**src/rtl/sra_pkg.sv**
```systemverilog
`timescale 1ns/1ps
package sra_pkg;
  // State held between the two lanes
  typedef struct packed {
    logic carry;
    logic valid;
  } seam_t;

  localparam seam_t SEAM_IDLE = '{carry: 1'b0, valid: 1'b0};
endpackage

```
**src/rtl/sra_fa_cell.sv**
```systemverilog
`timescale 1ns/1ps
module sra_fa_cell (
  input  logic a,
  input  logic b,
  input  logic ci,
  output logic s,
  output logic co
);
  logic half;
  assign half = a ^ b;
  assign s    = half ^ ci;
  assign co   = (a & b) | (half & ci);
endmodule

```
**src/rtl/sra_lane.sv**
```systemverilog
`timescale 1ns/1ps
module sra_lane #(
  parameter int LW = 2
) (
  input  logic [LW-1:0] a,
  input  logic [LW-1:0] b,
  input  logic          cin,
  output logic [LW-1:0] s,
  output logic          cout
);
  logic [LW:0] chain;
  assign chain[0] = cin;

  generate
    for (genvar i = 0; i < LW; i++) begin : g_bit
      sra_fa_cell u_fa (
        .a (a[i]),
        .b (b[i]),
        .ci(chain[i]),
        .s (s[i]),
        .co(chain[i+1])
      );
    end
  endgenerate

  assign cout = chain[LW];
endmodule

```
**src/rtl/sra_seam.sv**
```systemverilog
`timescale 1ns/1ps
module sra_seam (
  input  logic clk,
  input  logic rst,
  input  logic in_valid,
  input  logic carry_in,
  output logic carry_q,
  output logic valid_q
);
  import sra_pkg::*;

  seam_t st;

  always_ff @(posedge clk) begin
    if (rst) begin
      st <= SEAM_IDLE;
    end else begin
      st.valid <= in_valid;
      st.carry <= in_valid & carry_in;
    end
  end

  assign carry_q = st.carry;
  assign valid_q = st.valid;

  // an idle cycle leaves no carry behind
  a_r5_idle_drops_carry: assert property (@(posedge clk) disable iff (rst)
    !in_valid |=> !carry_q);
endmodule

```
**src/rtl/skew_ripple_add.sv**
```systemverilog
`timescale 1ns/1ps
module skew_ripple_add #(
  parameter int LANE_W = 2
) (
  input  logic              clk,
  input  logic              rst,
  input  logic              in_valid,
  input  logic [LANE_W-1:0] a_lo,
  input  logic [LANE_W-1:0] b_lo,
  input  logic [LANE_W-1:0] a_hi,
  input  logic [LANE_W-1:0] b_hi,
  output logic [LANE_W-1:0] s_lo,
  output logic [LANE_W-1:0] s_hi,
  output logic              cout,
  output logic              out_valid
);
  localparam int EXT_W = LANE_W + 1;

  logic lo_carry;
  logic seam_carry;

  sra_lane #(.LW(LANE_W)) u_lo (
    .a   (a_lo),
    .b   (b_lo),
    .cin (1'b0),
    .s   (s_lo),
    .cout(lo_carry)
  );

  sra_seam u_seam (
    .clk     (clk),
    .rst     (rst),
    .in_valid(in_valid),
    .carry_in(lo_carry),
    .carry_q (seam_carry),
    .valid_q (out_valid)
  );

  sra_lane #(.LW(LANE_W)) u_hi (
    .a   (a_hi),
    .b   (b_hi),
    .cin (seam_carry),
    .s   (s_hi),
    .cout(cout)
  );

  // Arithmetic references for the checks below, independent of the cells
  logic [EXT_W-1:0] lo_ref;
  logic [EXT_W-1:0] hi_plain;
  assign lo_ref   = {1'b0, a_lo} + {1'b0, b_lo};
  assign hi_plain = {1'b0, a_hi} + {1'b0, b_hi};


  a_r1_lo_sum: assert property (@(posedge clk) disable iff (rst)
    s_lo == lo_ref[LANE_W-1:0]);


  a_r2_hi_sum: assert property (@(posedge clk) disable iff (rst)
    out_valid |-> ({cout, s_hi} == hi_plain + EXT_W'($past(lo_ref[LANE_W]))));


  a_r3_valid_follows: assert property (@(posedge clk) disable iff (rst)
    in_valid |=> out_valid);
  a_r3_idle_follows: assert property (@(posedge clk) disable iff (rst)
    !in_valid |=> !out_valid);


  a_r4_reset_clears: assert property (@(posedge clk)
    rst |=> (!out_valid && ({cout, s_hi} == hi_plain)));
endmodule

```
**config.mk**
```make
export PLATFORM = sky130hd
export DESIGN_NAME = skew_ripple_add
export DESIGN_NICKNAME = d
export VERILOG_FILES = /design/src/rtl/sra_pkg.sv /design/src/rtl/sra_fa_cell.sv /design/src/rtl/sra_lane.sv /design/src/rtl/sra_seam.sv /design/src/rtl/skew_ripple_add.sv
export SDC_FILE = /design/constraint.sdc
export NUM_CORES = 1
export LEC_CHECK = 0
export BUFFER_PORTS_ARGS = -buffer_cell sky130_fd_sc_hd__buf_4
export CORE_AREA = 4 4 41 43
export CTS_BUF_LIST = sky130_fd_sc_hd__clkbuf_4
export CTS_CLUSTER_DIAMETER = 60
export DETAILED_ROUTE_END_ITERATION = 7
export DIE_AREA = 0 0 45 47
export PLACE_DENSITY = 0.43
export SYNTH_ARGS = -nofsm -noshare
export SYNTH_HDL_FRONTEND = slang
export SYNTH_SLANG_ARGS = --single-unit
```
**constraint.sdc**
```tcl
create_clock -name clk -period 2.4 [get_ports clk]
set_clock_uncertainty 0.15 [all_clocks]
set_input_delay 0.12 -clock clk [delete_from_list [all_inputs] [get_ports clk]]
set_output_delay 0.12 -clock clk [all_outputs]
set_load 0.01 [all_outputs]
```
==> impl_metrics.json <==
{
  "seqPwrFrac": 0.216,
  "power_mw": 0.164,
  "p_per_area_mw_per_mm2": 470,
  "pin_count": 17,
  "setup_viol": 0,
  "synth_top_area_cell": "fa_1",
  "first_global_vias": 191,
  "fin_crit_sh": 0.770,
  "met2_wirelength_um": 174,
  "syn_avg_cell_area_um2": 9.38,
  "wl_met1_um": 152,
  "status": "finished clean",
  "layoutNonFillerInstCount": 53,
  "port_buffers": 16,
  "critPathArrivalTime_ps": 1580,
  "clock-sinks": 2,
  "netSwitchingFraction": 0.243,
  "regArea_um2": 40.0,
  "yosys_register_bits": 2,
  "ant_nets": 0,
  "hold_class": "in2reg",
  "synthXorXnorAreaFrac": 0,
  "seq_area_frac_synth": 0.213,
  "grt_setup_unrepaired": "false",
  "synth_compound_area_frac": 0,
  "path_clk_slew_ps": 30,
  "p_leak_nw": 0.199,
  "ys_warn_count": 0,
  "vdd_drop_max_mv": 0.272,
  "comb_power_share": 0.345,
  "multiInputGateArea_um2": 87.6,
  "ys_types": 7,
  "clockRootBuffer": "clkbuf_4",
  "internal_power_mw": 0.124,
  "ys_top_cells_by_area": "fa_1 (32%), dfxtp_1 (21%), buf_4 (16%)",
  "clock_path_buffers": 2,
  "grt_first_pass_wirelength_um": 772,
  "hold_violations": 0,
  "crit_fanout": 1,
  "slew_violations": 0,
  "crit_chain": "inv_1 -> fa_1 -> fa_1 -> inv_1 -> buf_4",
  "h-tree-depth": 1,
  "maxSlewHeadroom": 0.947,
  "core_mm2": 0.00130,
  "layout.cells.most_common_list": "buf_4 (16), inv_1 (8), fa_1 (3), clkbuf_4 (3), dlygate4sd3_1 (3)",
  "drt_iter0_markers": 0,
  "dp_hpwl_um": 321,
  "synthCells": 20,
  "syn-num-nets": 35,
  "fin_ws_ps": 552,
  "period_minus_slack_ps": 1850,
  "initial_core_util": 0.144,
  "syn_area_um2": 188,
  "top_layer": "met4",
  "synth_top_area_share": 0.320,
  "dpl.cell_count": 47,
  "num_antenna_cells": 0,
  "setup-tns-final_ps": 0,
  "dr.pass1.iters": 1,
  "fp.dieW_um": 45,
  "syn_to_final_growth_pct": 86.0,
  "totalWireLength_um": 415,
  "cpMaxStageDelayCell": "fa_1",
  "wl_per_cell_um": 7.83,
  "num_vias": 171,
  "post_cts_buffers": 0,
  "vias_per_cell": 3.23,
  "antenna_found_initial": 0,
  "route.met3.wl_um": 80,
  "yosys.area_share.simple": 0.0800,
  "post-place-ws_ps": 770,
  "synthAdderAreaFrac": 0.387,
  "p_clk_frac": 0.439,
  "fin_nets": 55,
  "worstSetupEndpointType": "output pin",
  "cts_tree": "built",
  "die_y_um": 47,
  "synth_top_family_by_area": "adder cells",
  "fp-row-count": 13,
  "grt.overflow.total": 0,
  "grt_usage": 0.0586,
  "fmax_ghz": 0.541,
  "cp_slowest_stage_delay_ps": 480,
  "fillers": 142,
  "tightest_slew_ps": 78.9,
  "start_kind": "flip-flop",
  "synthMuxAreaShare": 0,
  "ctsHoldBuffers": 3,
  "grt_max_degree": 3,
  "gp_congestion": 0.601,
  "final_common_cell": "buf_4",
  "maxCapViolCount": 0,
  "die_area_mm2": 0.00212,
  "p_sw_mw": 0.0399,
  "required_ps": 2130,
  "cts_resized": 0,
  "drc_errors": 0,
  "layout-drive-gt1-share": 0.500,
  "cts_buffers": 3,
  "path_class": "reg2out"
}
per-stage QoR:
stage | area (um2) | hold WS (ps) | util
after floorplan | 188 | 41.6 | -
after global placement | 297 | 137 | 0.228
after detailed placement | 297 | 140 | 0.228
after CTS | 349 | 144 | 0.268
after global routing | 349 | 168 | 0.268
final | 349 | 151 | 0.268
worst paths after layout:
path / from / endpoint / slack (ps) / cells past startpoint
hold / removal: b_lo[1] / u_seam.carry_q / 150 / 3
setup / recovery: u_seam.carry_q / s_hi[1] / 550 / 5
per-layer routing:
layer | up-vias | track usage
li1 | 87 | -
met1 | 67 | 0.0572
met2 | 15 | 0.0706
met3 | 2 | 0.0460
met4 | 0 | 0.0702
met5 | - | 0
sequential cells by signal, summed over array words and instances (netlist names):
signal / flops
u_seam.valid_q: 1
u_seam.carry_q: 1
worst max-delay path, delay by kind of cell, from the launching register on:
family	cells	cell delay, ps
adder cells (fa/ha/maj)	2	850
flip-flops	1	300
buffers and inverters	3	210
power groups by stage:
stage                     sequential [mW]  clock [mW]  combinational [mW]
after floorplan                    0.0363           0              0.0324
after global placement             0.0358           0              0.0538
after detailed placement           0.0359           0              0.0537
after CTS                          0.0355      0.0771              0.0577
after global routing               0.0357      0.0839              0.0650
final                              0.0355      0.0721              0.0566
kinds of logic after synthesis:
kind of cell	after synthesis
simple gates	2
flops	2
buf+inv	12
fa+ha+maj	4
Yosys cell counts:
cell type  n
ha_1       1
dfxtp_1    2
and3b_1    1
nor2b_1    1
fa_1       3
inv_1      8
buf_4      4
cell type report:
cell class,instances,share of cell area
clock buffer,3,0.0645
timing repair buffer,19,0.430
inverter,8,0.0860
multi-input combinational,6,0.251
sequential,2,0.115
tap,15,0.0538
No activity file was read; power rests on OpenSTA's default activity.
